## src/rtl/gpio_bank_pkg.sv

```systemverilog
package gpio_bank_pkg;

  localparam int BANK_W    = 32;
  localparam int MAX_BANKS = 3;
  localparam int ALL_W     = BANK_W * MAX_BANKS;
  localparam int ADDR_W    = 8;

  typedef enum logic [1:0] {
    REG_FUNC = 2'd0,
    REG_DIR  = 2'd1,
    REG_LVL  = 2'd2
  } reg_kind_e;

  // Byte offset of register kind k in bank b. Bank 0 leaves a gap before
  // its level register; banks 1 and 2 are packed at 0x30 + 0x10*(b-1).
  function automatic logic [ADDR_W-1:0] reg_offset(input int b, input int k);
    int off;
    if (b == 0) off = (k == 2) ? 12 : 4 * k;
    else        off = 48 + 16 * (b - 1) + 4 * k;
    return ADDR_W'(off);
  endfunction

  function automatic logic bank_present(input logic [MAX_BANKS-1:0] en,
                                        input int npins, input int b);
    return en[b] && (npins > BANK_W * b);
  endfunction

  // One bit per pin that exists and lies in an enabled bank.
  function automatic logic [ALL_W-1:0] live_mask(input logic [MAX_BANKS-1:0] en,
                                                 input int npins);
    logic [ALL_W-1:0] m;
    m = '0;
    for (int i = 0; i < ALL_W; i++)
      m[i] = en[i / BANK_W] && (i < npins);
    return m;
  endfunction

endpackage

```

## src/rtl/gpio_addr_decode.sv

```systemverilog
module gpio_addr_decode
  import gpio_bank_pkg::*;
#(
  parameter logic [MAX_BANKS-1:0] BANK_EN  = 3'b111,
  parameter int                   NUM_PINS = 76
) (
  input  logic [ADDR_W-1:0] addr,
  output logic              hit,
  output logic [1:0]        bank,
  output reg_kind_e         kind
);
  always_comb begin
    hit  = 1'b0;
    bank = 2'd0;
    kind = REG_FUNC;
    for (int b = 0; b < MAX_BANKS; b++) begin
      for (int k = 0; k < 3; k++) begin
        if (bank_present(BANK_EN, NUM_PINS, b) && addr == reg_offset(b, k)) begin
          hit  = 1'b1;
          bank = 2'(b);
          kind = reg_kind_e'(k);
        end
      end
    end
  end
endmodule

```

## src/rtl/gpio_bank.sv

```systemverilog
module gpio_bank
  import gpio_bank_pkg::*;
#(
  parameter logic [BANK_W-1:0] PIN_MASK   = '1,
  parameter logic [BANK_W-1:0] IN_ONLY    = '0,
  parameter logic [BANK_W-1:0] OUT_ONLY   = '0,
  parameter logic [BANK_W-1:0] FUNC_FIXED = '0
) (
  input  logic              clk,
  input  logic              rst_n,
  input  logic              we_func,
  input  logic              we_dir,
  input  logic              we_lvl,
  input  logic [BANK_W-1:0] wdata,
  input  logic [BANK_W-1:0] pin_in,
  output logic [BANK_W-1:0] func_rd,
  output logic [BANK_W-1:0] dir_rd,
  output logic [BANK_W-1:0] lvl_rd,
  output logic [BANK_W-1:0] pin_out,
  output logic [BANK_W-1:0] pin_oe,
  output logic [BANK_W-1:0] in_sync
);
  localparam logic [BANK_W-1:0] IN_M     = IN_ONLY & PIN_MASK;
  localparam logic [BANK_W-1:0] OUT_M    = OUT_ONLY & PIN_MASK & ~IN_M;
  localparam logic [BANK_W-1:0] DIR_WR   = PIN_MASK & ~IN_M & ~OUT_M;
  localparam logic [BANK_W-1:0] FUNC_WR  = PIN_MASK & ~FUNC_FIXED;
  localparam logic [BANK_W-1:0] FUNC_ONE = PIN_MASK & FUNC_FIXED;

  logic [BANK_W-1:0] func_q, dir_q, lvl_q, sync1_q, sync2_q;
  logic [BANK_W-1:0] func_eff, dir_eff;

  always_ff @(posedge clk or negedge rst_n) begin
    if (!rst_n) begin
      func_q  <= '0;
      dir_q   <= DIR_WR;
      lvl_q   <= '0;
      sync1_q <= '0;
      sync2_q <= '0;
    end else begin
      if (we_func) func_q <= wdata & FUNC_WR;
      if (we_dir)  dir_q  <= wdata & DIR_WR;
      if (we_lvl)  lvl_q  <= wdata & PIN_MASK;
      sync1_q <= pin_in & PIN_MASK;
      sync2_q <= sync1_q;
    end
  end

  assign func_eff = func_q | FUNC_ONE;
  assign dir_eff  = (dir_q & DIR_WR) | IN_M;

  assign func_rd  = func_q;
  assign dir_rd   = dir_eff;
  assign lvl_rd   = ((dir_eff & sync2_q) | (~dir_eff & lvl_q)) & PIN_MASK;
  assign pin_out  = lvl_q;
  assign pin_oe   = func_eff & ~dir_eff & PIN_MASK;
  assign in_sync  = sync2_q;
endmodule

```

## src/rtl/gpio_bank_ctrl.sv

```systemverilog
module gpio_bank_ctrl
  import gpio_bank_pkg::*;
#(
  parameter int                   NUM_PINS   = 76,
  parameter logic [MAX_BANKS-1:0] BANK_EN    = 3'b111,
  parameter logic [ALL_W-1:0]     IN_ONLY    = {32'h0000_0008, 32'h0000_0000, 32'h0000_0F00},
  parameter logic [ALL_W-1:0]     OUT_ONLY   = {32'h0000_0020, 32'h0000_0000, 32'hF000_0000},
  parameter logic [ALL_W-1:0]     FUNC_FIXED = {32'h0000_0000, 32'h0001_0000, 32'h0013_0000}
) (
  input  logic                clk,
  input  logic                rst_n,
  input  logic [ADDR_W-1:0]   bus_addr,
  input  logic                bus_we,
  input  logic [BANK_W-1:0]   bus_wdata,
  output logic [BANK_W-1:0]   bus_rdata,
  input  logic [NUM_PINS-1:0] pin_in,
  output logic [NUM_PINS-1:0] pin_out,
  output logic [NUM_PINS-1:0] pin_oe
);
  localparam logic [ALL_W-1:0] LIVE = live_mask(BANK_EN, NUM_PINS);

  logic              addr_hit;
  logic [1:0]        addr_bank;
  reg_kind_e         addr_kind;
  logic [ALL_W-1:0]  pin_pad, out_all, oe_all, dir_all, in_sync_all;
  logic [BANK_W-1:0] func_rd_a [MAX_BANKS];
  logic [BANK_W-1:0] dir_rd_a  [MAX_BANKS];
  logic [BANK_W-1:0] lvl_rd_a  [MAX_BANKS];

  assign pin_pad = ALL_W'(pin_in);

  gpio_addr_decode #(.BANK_EN(BANK_EN), .NUM_PINS(NUM_PINS)) u_dec (
    .addr(bus_addr), .hit(addr_hit), .bank(addr_bank), .kind(addr_kind)
  );

  for (genvar b = 0; b < MAX_BANKS; b++) begin : g_bank
    if (bank_present(BANK_EN, NUM_PINS, b)) begin : g_on
      logic sel;
      assign sel = bus_we && addr_hit && (addr_bank == 2'(b));
      gpio_bank #(
        .PIN_MASK  (LIVE[b*BANK_W +: BANK_W]),
        .IN_ONLY   (IN_ONLY[b*BANK_W +: BANK_W]),
        .OUT_ONLY  (OUT_ONLY[b*BANK_W +: BANK_W]),
        .FUNC_FIXED(FUNC_FIXED[b*BANK_W +: BANK_W])
      ) u_bank (
        .clk     (clk),
        .rst_n   (rst_n),
        .we_func (sel && addr_kind == REG_FUNC),
        .we_dir  (sel && addr_kind == REG_DIR),
        .we_lvl  (sel && addr_kind == REG_LVL),
        .wdata   (bus_wdata),
        .pin_in  (pin_pad[b*BANK_W +: BANK_W]),
        .func_rd (func_rd_a[b]),
        .dir_rd  (dir_rd_a[b]),
        .lvl_rd  (lvl_rd_a[b]),
        .pin_out (out_all[b*BANK_W +: BANK_W]),
        .pin_oe  (oe_all[b*BANK_W +: BANK_W]),
        .in_sync (in_sync_all[b*BANK_W +: BANK_W])
      );
      assign dir_all[b*BANK_W +: BANK_W] = dir_rd_a[b];
    end else begin : g_off
      assign func_rd_a[b] = '0;
      assign dir_rd_a[b]  = '0;
      assign lvl_rd_a[b]  = '0;
      assign out_all[b*BANK_W +: BANK_W]     = '0;
      assign oe_all[b*BANK_W +: BANK_W]      = '0;
      assign in_sync_all[b*BANK_W +: BANK_W] = '0;
      assign dir_all[b*BANK_W +: BANK_W]     = '0;
    end
  end

  always_comb begin
    bus_rdata = '0;
    if (addr_hit) begin
      unique case (addr_kind)
        REG_FUNC: bus_rdata = func_rd_a[addr_bank];
        REG_DIR:  bus_rdata = dir_rd_a[addr_bank];
        REG_LVL:  bus_rdata = lvl_rd_a[addr_bank];
        default:  bus_rdata = '0;
      endcase
    end
  end

  assign pin_out = out_all[NUM_PINS-1:0];
  assign pin_oe  = oe_all[NUM_PINS-1:0];
endmodule

```

## config.mk

```make
export PLATFORM = sky130hd
export DESIGN_NAME = gpio_bank_ctrl
export DESIGN_NICKNAME = d
export VERILOG_FILES = /design/src/rtl/gpio_bank_pkg.sv /design/src/rtl/gpio_addr_decode.sv /design/src/rtl/gpio_bank.sv /design/src/rtl/gpio_bank_ctrl.sv
export SDC_FILE = /design/constraint.sdc
export NUM_CORES = 1
export LEC_CHECK = 0
export BUFFER_PORTS_ARGS = -buffer_cell sky130_fd_sc_hd__clkbuf_2
export CORE_UTILIZATION = 45
export CTS_BUF_LIST = sky130_fd_sc_hd__clkbuf_4
export CTS_CLUSTER_SIZE = 30
export DETAILED_ROUTE_END_ITERATION = 16
export PLACE_DENSITY = 0.73
export REMOVE_ABC_BUFFERS = 1
export SLEW_MARGIN = 20
export SYNTH_ARGS = -nofsm -noshare
export SYNTH_HDL_FRONTEND = slang
export SYNTH_SLANG_ARGS = --single-unit
```

## constraint.sdc

```tcl
create_clock -name clk -period 2.5 [get_ports clk]
set_input_delay 0.25 -clock clk [delete_from_list [all_inputs] [get_ports clk]]
set_output_delay 0.25 -clock clk [all_outputs]
set_load 0.02 [all_outputs]
```

; Yosys cells after proc, flatten, opt, wreduce, memory -nomap -nowiden
; Index checks and enable logic that the tools add are counted.
; W data, S select, Z words.
[word_totals]
ff_bits = 366
in_bits = 119
output_inout_bits = 184
[op_classes]
magnitude_cmp = 1
eq_ne = 12
n_mux = 34
n_bitwise = 16
reduce_logical = 16
[op_table]
columns = operator, count
row1 = $mux W32, 7
row2 = $bmux W32 S2, 3
row3 = $and A32 B32 Y32, 5
row4 = $pmux W32 S3, 1
row5 = $or A32 B32 Y32, 2
row6 = $and A12 B12 Y12, 3
row7 = $and A28 B32 Y32, 1
row8 = $not A28 Y32, 1
row9 = $not A32 Y32, 1
row10 = $eq A8 B6 Y1 const B, 3
row11 = $eq A8 B7 Y1 const B, 3
row12 = $mux W2, 12
row13 = $logic_and A1 B1 Y1, 13
row14 = $not A12 Y12, 1
row15 = $or A12 B12 Y12, 1
row16 = $mux W1, 11
row17 = $eq A8 B3 Y1 const B, 1
row18 = $eq A8 B4 Y1 const B, 1
row19 = $logic_not A8 Y1, 1
row20 = $eq A2 B1 Y1 const B, 2
row21 = $eq A2 B2 Y1 const B, 2
row22 = $logic_not A2 Y1, 2
row23 = $ge A3 B3 Y1 const B, 1
row24 = $not A2 Y3, 1

; Logic depth before layout (Yosys ltp)
; Gate-level depths: netlist of run 1.
[logic_depth]
ltp_word = 13
mapped_depth = 9
mapped_depth_nobuf = 5

; Hierarchy
; Synthesis of run 1 repeated with hierarchy kept, for this count alone.
[unflattened]
cells_unflattened = 1242
area_unflattened_um2 = 17624.4
[by_module_without_submodules]
columns = module, n_inst, cells_per_inst, area_per_inst_um2
row1 = gpio_bank at g_bank[1].g_on.u_bank, 1, 331, 6055.8
row2 = gpio_bank at g_bank[0].g_on.u_bank, 1, 321, 5494.0
row3 = gpio_bank at g_bank[2].g_on.u_bank, 1, 243, 3084.2
row4 = gpio_bank_ctrl, 1, 327, 2854.0
row5 = gpio_addr_decode, 1, 20, 136.4

; Least setup slack after synthesis of run 1
; No wires, ideal clock.
[synth_timing]
path_kind = input port to output port
from = in bus_addr[6]
to = out bus_rdata[17]
t_arrival_ns = 2.070
required_time_ns = 2.250
slack_ns = 0.180
path_stages = 8
cell_sequence = buf_2 -> nor4bb_1 -> buf_2 -> and2_1 -> buf_2 -> buf_1 -> a22oi_1 -> o21ai_0
[synth_between]
elab_chain_len = 13
[synth_lines]
columns = item, line_no
row1 = start: declaration, gpio_bank_ctrl.sv:12  ; input logic [ADDR_W-1:0] bus_addr,
row2 = $eq A8 B6 Y1, gpio_addr_decode.sv:18  ; if (bank_present(BANK_EN, NUM_PINS, b) && addr == reg_offset(b, k)) begin
row3 = $mux W1, gpio_addr_decode.sv:18
row4 = $mux W2 (5 in a row), gpio_addr_decode.sv:18
row5 = $not A2 Y3 (not written as such), "gpio_bank_ctrl.sv:76, gpio_bank_ctrl.sv:77, gpio_bank_ctrl.sv:78"
row6 = $bmux W32 S2 (on tied branches), "gpio_bank_ctrl.sv:78, gpio_bank_ctrl.sv:76, gpio_bank_ctrl.sv:77"
row7 = $mux W32 (on tied branches) (2 in a row), "gpio_bank_ctrl.sv:78, gpio_bank_ctrl.sv:76, gpio_bank_ctrl.sv:77"
row8 = $pmux W32 S3, gpio_bank_ctrl.sv:75  ; unique case (addr_kind)
row9 = $mux W32 *, gpio_bank_ctrl.sv:74  ; if (addr_hit) begin
row10 = end: declaration, gpio_bank_ctrl.sv:15  ; output logic [BANK_W-1:0] bus_rdata,
; Mark *: on every way between the ends. The rest lies on a longest branch, timed or not. The select of a mux whose other input is x is not followed.

; Worst setup path after layout of run 1
[layout_timing]
from = in bus_addr[5]
to = out bus_rdata[2]
; The elaborated chain is that of the path after synthesis.

==> results of run 1 <==
## synthesized netlist by cell type, drive strengths merged, types with 2 or more instances
master | count | area, um2
a211oi | 2 | 20.0
a21oi | 5 | 36.3
a221o | 5 | 50.1
a222oi | 18 | 180
a22o | 8 | 70.1
a22oi | 46 | 345
and2 | 2 | 12.5
and3 | 2 | 12.5
and3b | 2 | 17.5
buf | 36 | 229
clkbuf | 27 | 101
dfrtp | 290 | 7260
dfstp | 66 | 1730
inv | 6 | 22.5
mux2 | 214 | 2450
mux2i | 66 | 661
nand2 | 31 | 116
nand3 | 5 | 25.0
nand3b | 2 | 15.0
nor2 | 8 | 32.5
nor2b | 62 | 388
nor3 | 4 | 20.0
nor3b | 2 | 20.0
o211ai | 5 | 37.5
o21ai | 12 | 60.1
o221ai | 25 | 219
o22ai | 17 | 106
or3 | 2 | 12.5
## per-stage QoR
step | hold WS [ns] | area, um2 | std cells | worst slack (ns)
3_3_place_gp | 0.265 | 16700 | 1670 | 0.0439
4_1_cts | 0.00636 | 19000 | 1941 | 0.00199
3_5_place_dp | 0.266 | 16700 | 1670 | 0.00783
6_report | 0.0471 | 19100 | 1950 | 0.0846
2_1_floorplan | -0.0456 | 14000 | 921 | -1.54
5_1_grt | 0.0186 | 19100 | 1950 | -0.0247
## kinds of logic after synthesis
logic type / synth area share [%]
flip-flops: 62.7
multiplexers: 21.7
AO/OA/AOI/OAI: 8.06
AND/OR/NAND/NOR: 5.14
buffers and inverters: 2.46
other: 0.0261
## sequential cells by signal, summed over array words and instances (netlist names)
signal / flops
g_bank.g_on.u_bank.pin_out: 76
g_bank.g_on.u_bank.func_rd: 72
g_bank.g_on.u_bank.in_sync: 71
g_bank.g_on.u_bank.sync1_q: 71
g_bank.g_on.u_bank.dir_q: 34
g_bank.g_on.u_bank.dir_rd: 32
## per-layer routing
| metal | GRT usage [%] | wire length [um] | vias to the layer above |
|---|---|---|---|
| met4 | 12.2 | 1410 | 0 |
| met3 | 6.06 | 2680 | 104 |
| met5 | 0 | 0 | - |
| met1 | 30.9 | 16200 | 5364 |
| met2 | 39.9 | 19400 | 476 |
| li1 | - | - | 4651 |
## repair_timing
item                                   in CTS  in global routing
resized for setup                           0                 21
endpoints found under the hold margin     560                  0
buffers inserted                            0                  5
hold buffers                              104                  0
setup endpoints to repair                   0                 25
## final cells by class
class,instances,area (um2),share of cell area [%]
inverters,6,22.5,0.118
clock inverters,16,125,0.656
flip-flops and latches,356,8990,47.1
multi-input cells,559,5110,26.8
diodes,4,10.0,0.0524
repair buffers,456,3190,16.7
well taps,402,503,2.64
clock buffers,151,1130,5.94
## power by group through the flow
| stage | clock network [W] | logic, W | registers, W |
|---|---|---|---|
| 4_1_cts | 0.00542 | 0.000963 | 0.00610 |
| 2_1_floorplan | 0 | 0.000364 | 0.00618 |
| 3_3_place_gp | 0 | 0.000815 | 0.00620 |
| 5_1_grt | 0.00575 | 0.00104 | 0.00612 |
| 3_5_place_dp | 0 | 0.000829 | 0.00620 |
| 6_report | 0.00527 | 0.000967 | 0.00610 |
## final timing paths
check | cells past startpoint | start | endpoint
hold reg to reg | 0 | g_bank[1].g_on.u_bank.sync1_q[11]$_DFF_PN0_ | g_bank[1].g_on.u_bank.in_sync[11]$_DFF_PN0_
setup reg to reg | 2 | g_bank[2].g_on.u_bank.dir_q[7]$_DFFE_PN1P_ | g_bank[2].g_on.u_bank.dir_q[7]$_DFFE_PN1P_
min in group clk | 3 | bus_we | g_bank[1].g_on.u_bank.dir_rd[10]$_DFFE_PN1P_
hold / removal | 2 | rst_n | g_bank[2].g_on.u_bank.sync1_q[2]$_DFF_PN0_
setup / recovery | 7 | bus_addr[5] | bus_rdata[2]
max in group asynchronous | 3 | rst_n | g_bank[1].g_on.u_bank.dir_rd[3]$_DFFE_PN1P_
==> run_results.csv, run 1 <==
group,metric,value,unit
outcome,outcome,"finished clean",
synthesis,netlist_instances,980,
placed_design,post-dp-hpwl,25000,um
cts,cts_buffers,91,
detailed_routing,drt_iter0_markers,655,
synthesis,synth.yosys.seq_area_share,62.7,%
sta,rsz0062_at_grt,"true",
setup_path,critPathBufInv,3,
power_and_ir_drop,internal_power,0.00936,W
cells_and_area,fillers,2417,
power_and_ir_drop,pwr-share-comb,7.8,%
sta,tightest_slew,0.865,ns
setup_path,worst_ep_required_time,2.25,ns
sta,maxSlewHeadroom,41.7,%
detailed_routing,drt_wl_total,39700,um
global_routing,grt_usage,24.6,%
global_routing,first_global_vias,11000,
setup_path,cp_top_family,"compound AO/OA/AOI/OAI gates",
floorplan,initial_core_util,45.6,%
detailed_routing,vias,10600,
synthesis,synth_area,14400,um2
setup_path,critPathMaxStageDelay,0.43,ns
cts,clockBufferDepth,3,
synthesis,ys.flop_type,"dfrtp_1",
sta,period_share,96.6,%
power_and_ir_drop,pwr-share-clk,42.7,%
synthesis,synth_seq_cells,356,
setup_path,path_cells,"clkbuf_2 -> or3b_4 -> a221o_2 -> buf_4 -> a222oi_1 -> o221ai_1 -> clkbuf_2",
cts,clk_pin_slew,0.07,ns
setup_path,cp_slowest_cell,"or3b_4",
cells_and_area,layout_common_cells,"290 x dfrtp_1, 285 x clkbuf_2, 169 x mux2_2",
detailed_routing,firstDrtPassIters,8,
floorplan,ios,303,
cells_and_area,final_common_cell,"dfrtp_1",
setup_path,worstPathMaxFanout,12,
sta,max_freq,414,MHz
sta,layout_min_cycle_time,2.42,ns
power_and_ir_drop,swShare,24.2,%
synthesis,synth_area_per_cell,14.6,um2
detailed_routing,ant_nets,0,
floorplan,num_rows,65,
placed_design,io_buffers,292,
synthesis,synth-edff-count,0,
floorplan,die_h,181,um
cells_and_area,areaGrowthSynthToFinish,33.0,%
synthesis,ys.warnings.count,0,
cts,cts_sinks,356,
floorplan,die_area,32600,um2
power_and_ir_drop,finalPower,0.0123,W
cts,cts_tree,"built",
floorplan,core-area,31500,um2
power_and_ir_drop,p_leak,9.08,nW
floorplan,die_x,181,um
power_and_ir_drop,power_frac_seq,49.5,%
power_and_ir_drop,power_density,646,nW/um2
cts,cts_root_buf,"clkbuf_4",
setup_path,critPathLaunchType,"input pin",
synthesis,synth_cell_type_count,48,
cells_and_area,drive_gt1_share,50.4,%
detailed_routing,wl_per_cell,20.4,um
cts,htreeDepth,3,
power_and_ir_drop,ir_worst_vdd,0.459,mV
cells_and_area,fin_util,60.6,%
sta,setup_violations,0,
detailed_routing,drc_errors,0,
power_and_ir_drop,p_switching,0.00298,W
setup_path,crit_top_cell,"clkbuf_2",
cts,clock_latency,0.75,ns
setup_path,crit_arrival,2.17,ns
global_routing,grt_max_degree,74,
global_routing,grt_antenna_before_repair,4,
sta,drv_slew,0,
setup_path,path_class,"in -> out",
setup_path,end_kind,"output pin",
placed_design,place.gp.congestion,0.845,
sta,tns,0,ns
synthesis,async_reset_ff_share,100,%
global_routing,overflow,0,
global_routing,grt_pass1_wl,61400,um
cells_and_area,nNetsFinal,1589,
detailed_routing,vias_per_cell,5.43,
min_path,hold_path.class,"in -> async",
setup_path,r2r_slack,1.65,ns
sta,hold_viol,0,
sta,fin_skew,0.0255,ns
run,drv_cap,0,
(Power assumes the default switching activity.)
==> inputs of run 2 (changes only) <==
Settings changed: PLACE_DENSITY 0.73 to 0.68.
==> run 2 against run 1 <==
Net effect: clock skew is 0.0050 ns lower; critical path depth stayed put; design area rose by 0.72%; combinational power increased by 1%; non-clock buffer count is 10 higher; power rose by 2.2%; first-iteration DRC count decreased by 6.0%; clock power rose by 4.9%; critical path type unchanged; largest power group unchanged; highest routed layer unchanged.
==> run_results.csv, run 2 (synthesis gave the netlist of run 1 again) <==
group,metric,value,unit
detailed_routing,ant_nets,0,
cells_and_area,layout_common_cells,"290 x dfrtp_1, 286 x clkbuf_2, 169 x mux2_2",
cells_and_area,multi_input_area,5120,um2
setup_path,r2r_start,"g_bank[2].g_on.u_bank.dir_q[0]$_DFFE_PN1P_",
cts,cts_root_buf,"clkbuf_4",
setup_path,path_class,"in -> out",
detailed_routing,drt_iter0_markers,616,
floorplan,die_h,181,um
cells_and_area,largest_reg_flops,76,
floorplan,core-area,31500,um2
power_and_ir_drop,finalPower,0.0126,W
power_and_ir_drop,power_density,656,nW/um2
cts,cts_sinks,356,
setup_path,worstPathMaxFanout,33,
detailed_routing,vias_per_cell,5.34,
setup_path,endpoint,"bus_rdata[5]",
setup_path,critPathLaunchType,"input pin",
cells_and_area,regArea,8990,um2
global_routing,first_global_vias,11000,
detailed_routing,drt_wl_total,40000,um
floorplan,num_rows,65,
power_and_ir_drop,ir_worst_vdd,0.416,mV
setup_path,startpoint,"bus_addr[5]",
floorplan,die_area,32600,um2
detailed_routing,vias,10500,
placed_design,place.gp.congestion,0.824,
run,drv_cap,0,
global_routing,grt_pass1_wl,62000,um
placed_design,post-dp-hpwl,25600,um
setup_path,worst_ep_required_time,2.25,ns
global_routing,overflow,0,
detailed_routing,wl_per_cell,20.4,um
cts,clock_latency,0.75,ns
outcome,outcome,"finished clean",
sta,timing.final.ws_setup,0.101,ns
cts,cts_tree,"built",
cells_and_area,fillers,2449,
sta,fin_hold_ws,0.118,ns
cts,htreeDepth,3,
setup_path,rr_endpoint,"g_bank[2].g_on.u_bank.dir_q[0]$_DFFE_PN1P_",
cts,clk_pin_slew,0.06,ns
power_and_ir_drop,p_leak,9.17,nW
global_routing,grt_max_degree,85,
cells_and_area,areaGrowthSynthToFinish,34.0,%
cells_and_area,fin_util,61.1,%
floorplan,die_x,181,um
min_path,hold_path.class,"in -> async",
sta,hold_viol,0,
setup_path,end_kind,"output pin",
cells_and_area,nNetsFinal,1600,
sta,period_share,95.9,%
setup_path,crit_arrival,2.15,ns
placed_design,io_buffers,292,
cts,cts_buffers,92,
sta,max_freq,417,MHz
sta,setup_violations,0,
floorplan,initial_core_util,45.6,%
setup_path,r2r_slack,1.63,ns
placed_design,pre_cts_slack,0.0919,ns
floorplan,ios,303,
cells_and_area,final_common_cell,"dfrtp_1",
setup_path,reg2reg_depth,2,
sta,tightest_slew,0.744,ns
sta,drv_slew,0,
sta,fin_skew,0.0204,ns
sta,layout_min_cycle_time,2.40,ns
cts,clockBufferDepth,3,
detailed_routing,drc_errors,0,
cells_and_area,drive_gt1_share,50.6,%
detailed_routing,firstDrtPassIters,5,
global_routing,grt_antenna_before_repair,2,
global_routing,grt_usage,25.0,%
sta,maxSlewHeadroom,50.4,%
sta,rsz0062_at_grt,"true",
==> run 2: cell types whose count changed in the layout (fill, tap and decap cells not counted), moves of 2 or more <==
cell / change
buf_4: +12
buf_6: -2
clkbuf_4: -4
diode_2: -2
bufinv_16: +3
clkinv_2: +3
clkinv_1: +5
==> run 2: worst max-delay path: stages <==
cell      delay [ns]
clkbuf_2        0.08
or3b_1          0.44
a221o_2         0.42
buf_12          0.18
a222oi_1        0.38
o221ai_2        0.16
buf_4           0.19
==> run 2: timing repair <==
| item | in CTS | in global routing |
|---|---|---|
| gates resized for setup | 0 | 18 |
| endpoints found under the setup margin | 0 | 13 |
| setup buffers | 0 | 7 |
| hold buffers | 104 | 0 |
| hold endpoints to repair | 494 | 0 |
==> run 2: worst min path at each step <==
stage / startpoint / endpoint / slack [ns] / cells after the start
finish: rst_n / g_bank[1].g_on.u_bank.pin_out[26]$_DFFE_PN0P_ / 0.12 / 2
global route: pin_in[66] / g_bank[2].g_on.u_bank.sync1_q[2]$_DFF_PN0_ / 0.05 / 2
CTS: pin_in[36] / g_bank[1].g_on.u_bank.sync1_q[4]$_DFF_PN0_ / 0.03 / 2
detailed placement: rst_n / g_bank[1].g_on.u_bank.pin_out[26]$_DFFE_PN0P_ / 0.32 / 1
global placement: rst_n / g_bank[1].g_on.u_bank.pin_out[24]$_DFFE_PN0P_ / 0.32 / 1
floorplan: rst_n / g_bank[0].g_on.u_bank.func_rd[0]$_DFFE_PN0P_ / -0.05 / 0
==> run 2: through the flow <==
stage | setup TNS [ns] | instances | cell area (um2)
CTS | 0 | 1954 | 19100
floorplan | -175.72 | 921 | 14000
global placement | 0 | 1678 | 16700
detailed placement | 0 | 1678 | 16700
global route | -0.00429 | 1963 | 19200
finish | 0 | 1963 | 19200
==> run 2: area by class of cell <==
cell class              instances  share of cell area [%]
flip-flops and latches        356                    46.8
clock buffers                 147                    5.74
clock inverters                25                    1.23
repair buffers                466                    16.8
well taps                     402                    2.62
inverters                       6                   0.117
diodes                          2                  0.0260
multi-input cells             559                    26.7
==> run 2: power by group <==
| group | internal, W | switching, W |
|---|---|---|
| logic | 0.000449 | 0.000529 |
| clock network | 0.00319 | 0.00234 |
| registers | 0.00599 | 0.000114 |
==> run 2: per-layer routing <==
layer  up-vias  wire, um  global-route usage (%)
li1       4679         -                       -
met1      5272     16800                    31.5
met2       428     19200                    40.6
met3        98      2700                    6.73
met4         0      1320                    10.9
met5         -         0                       0
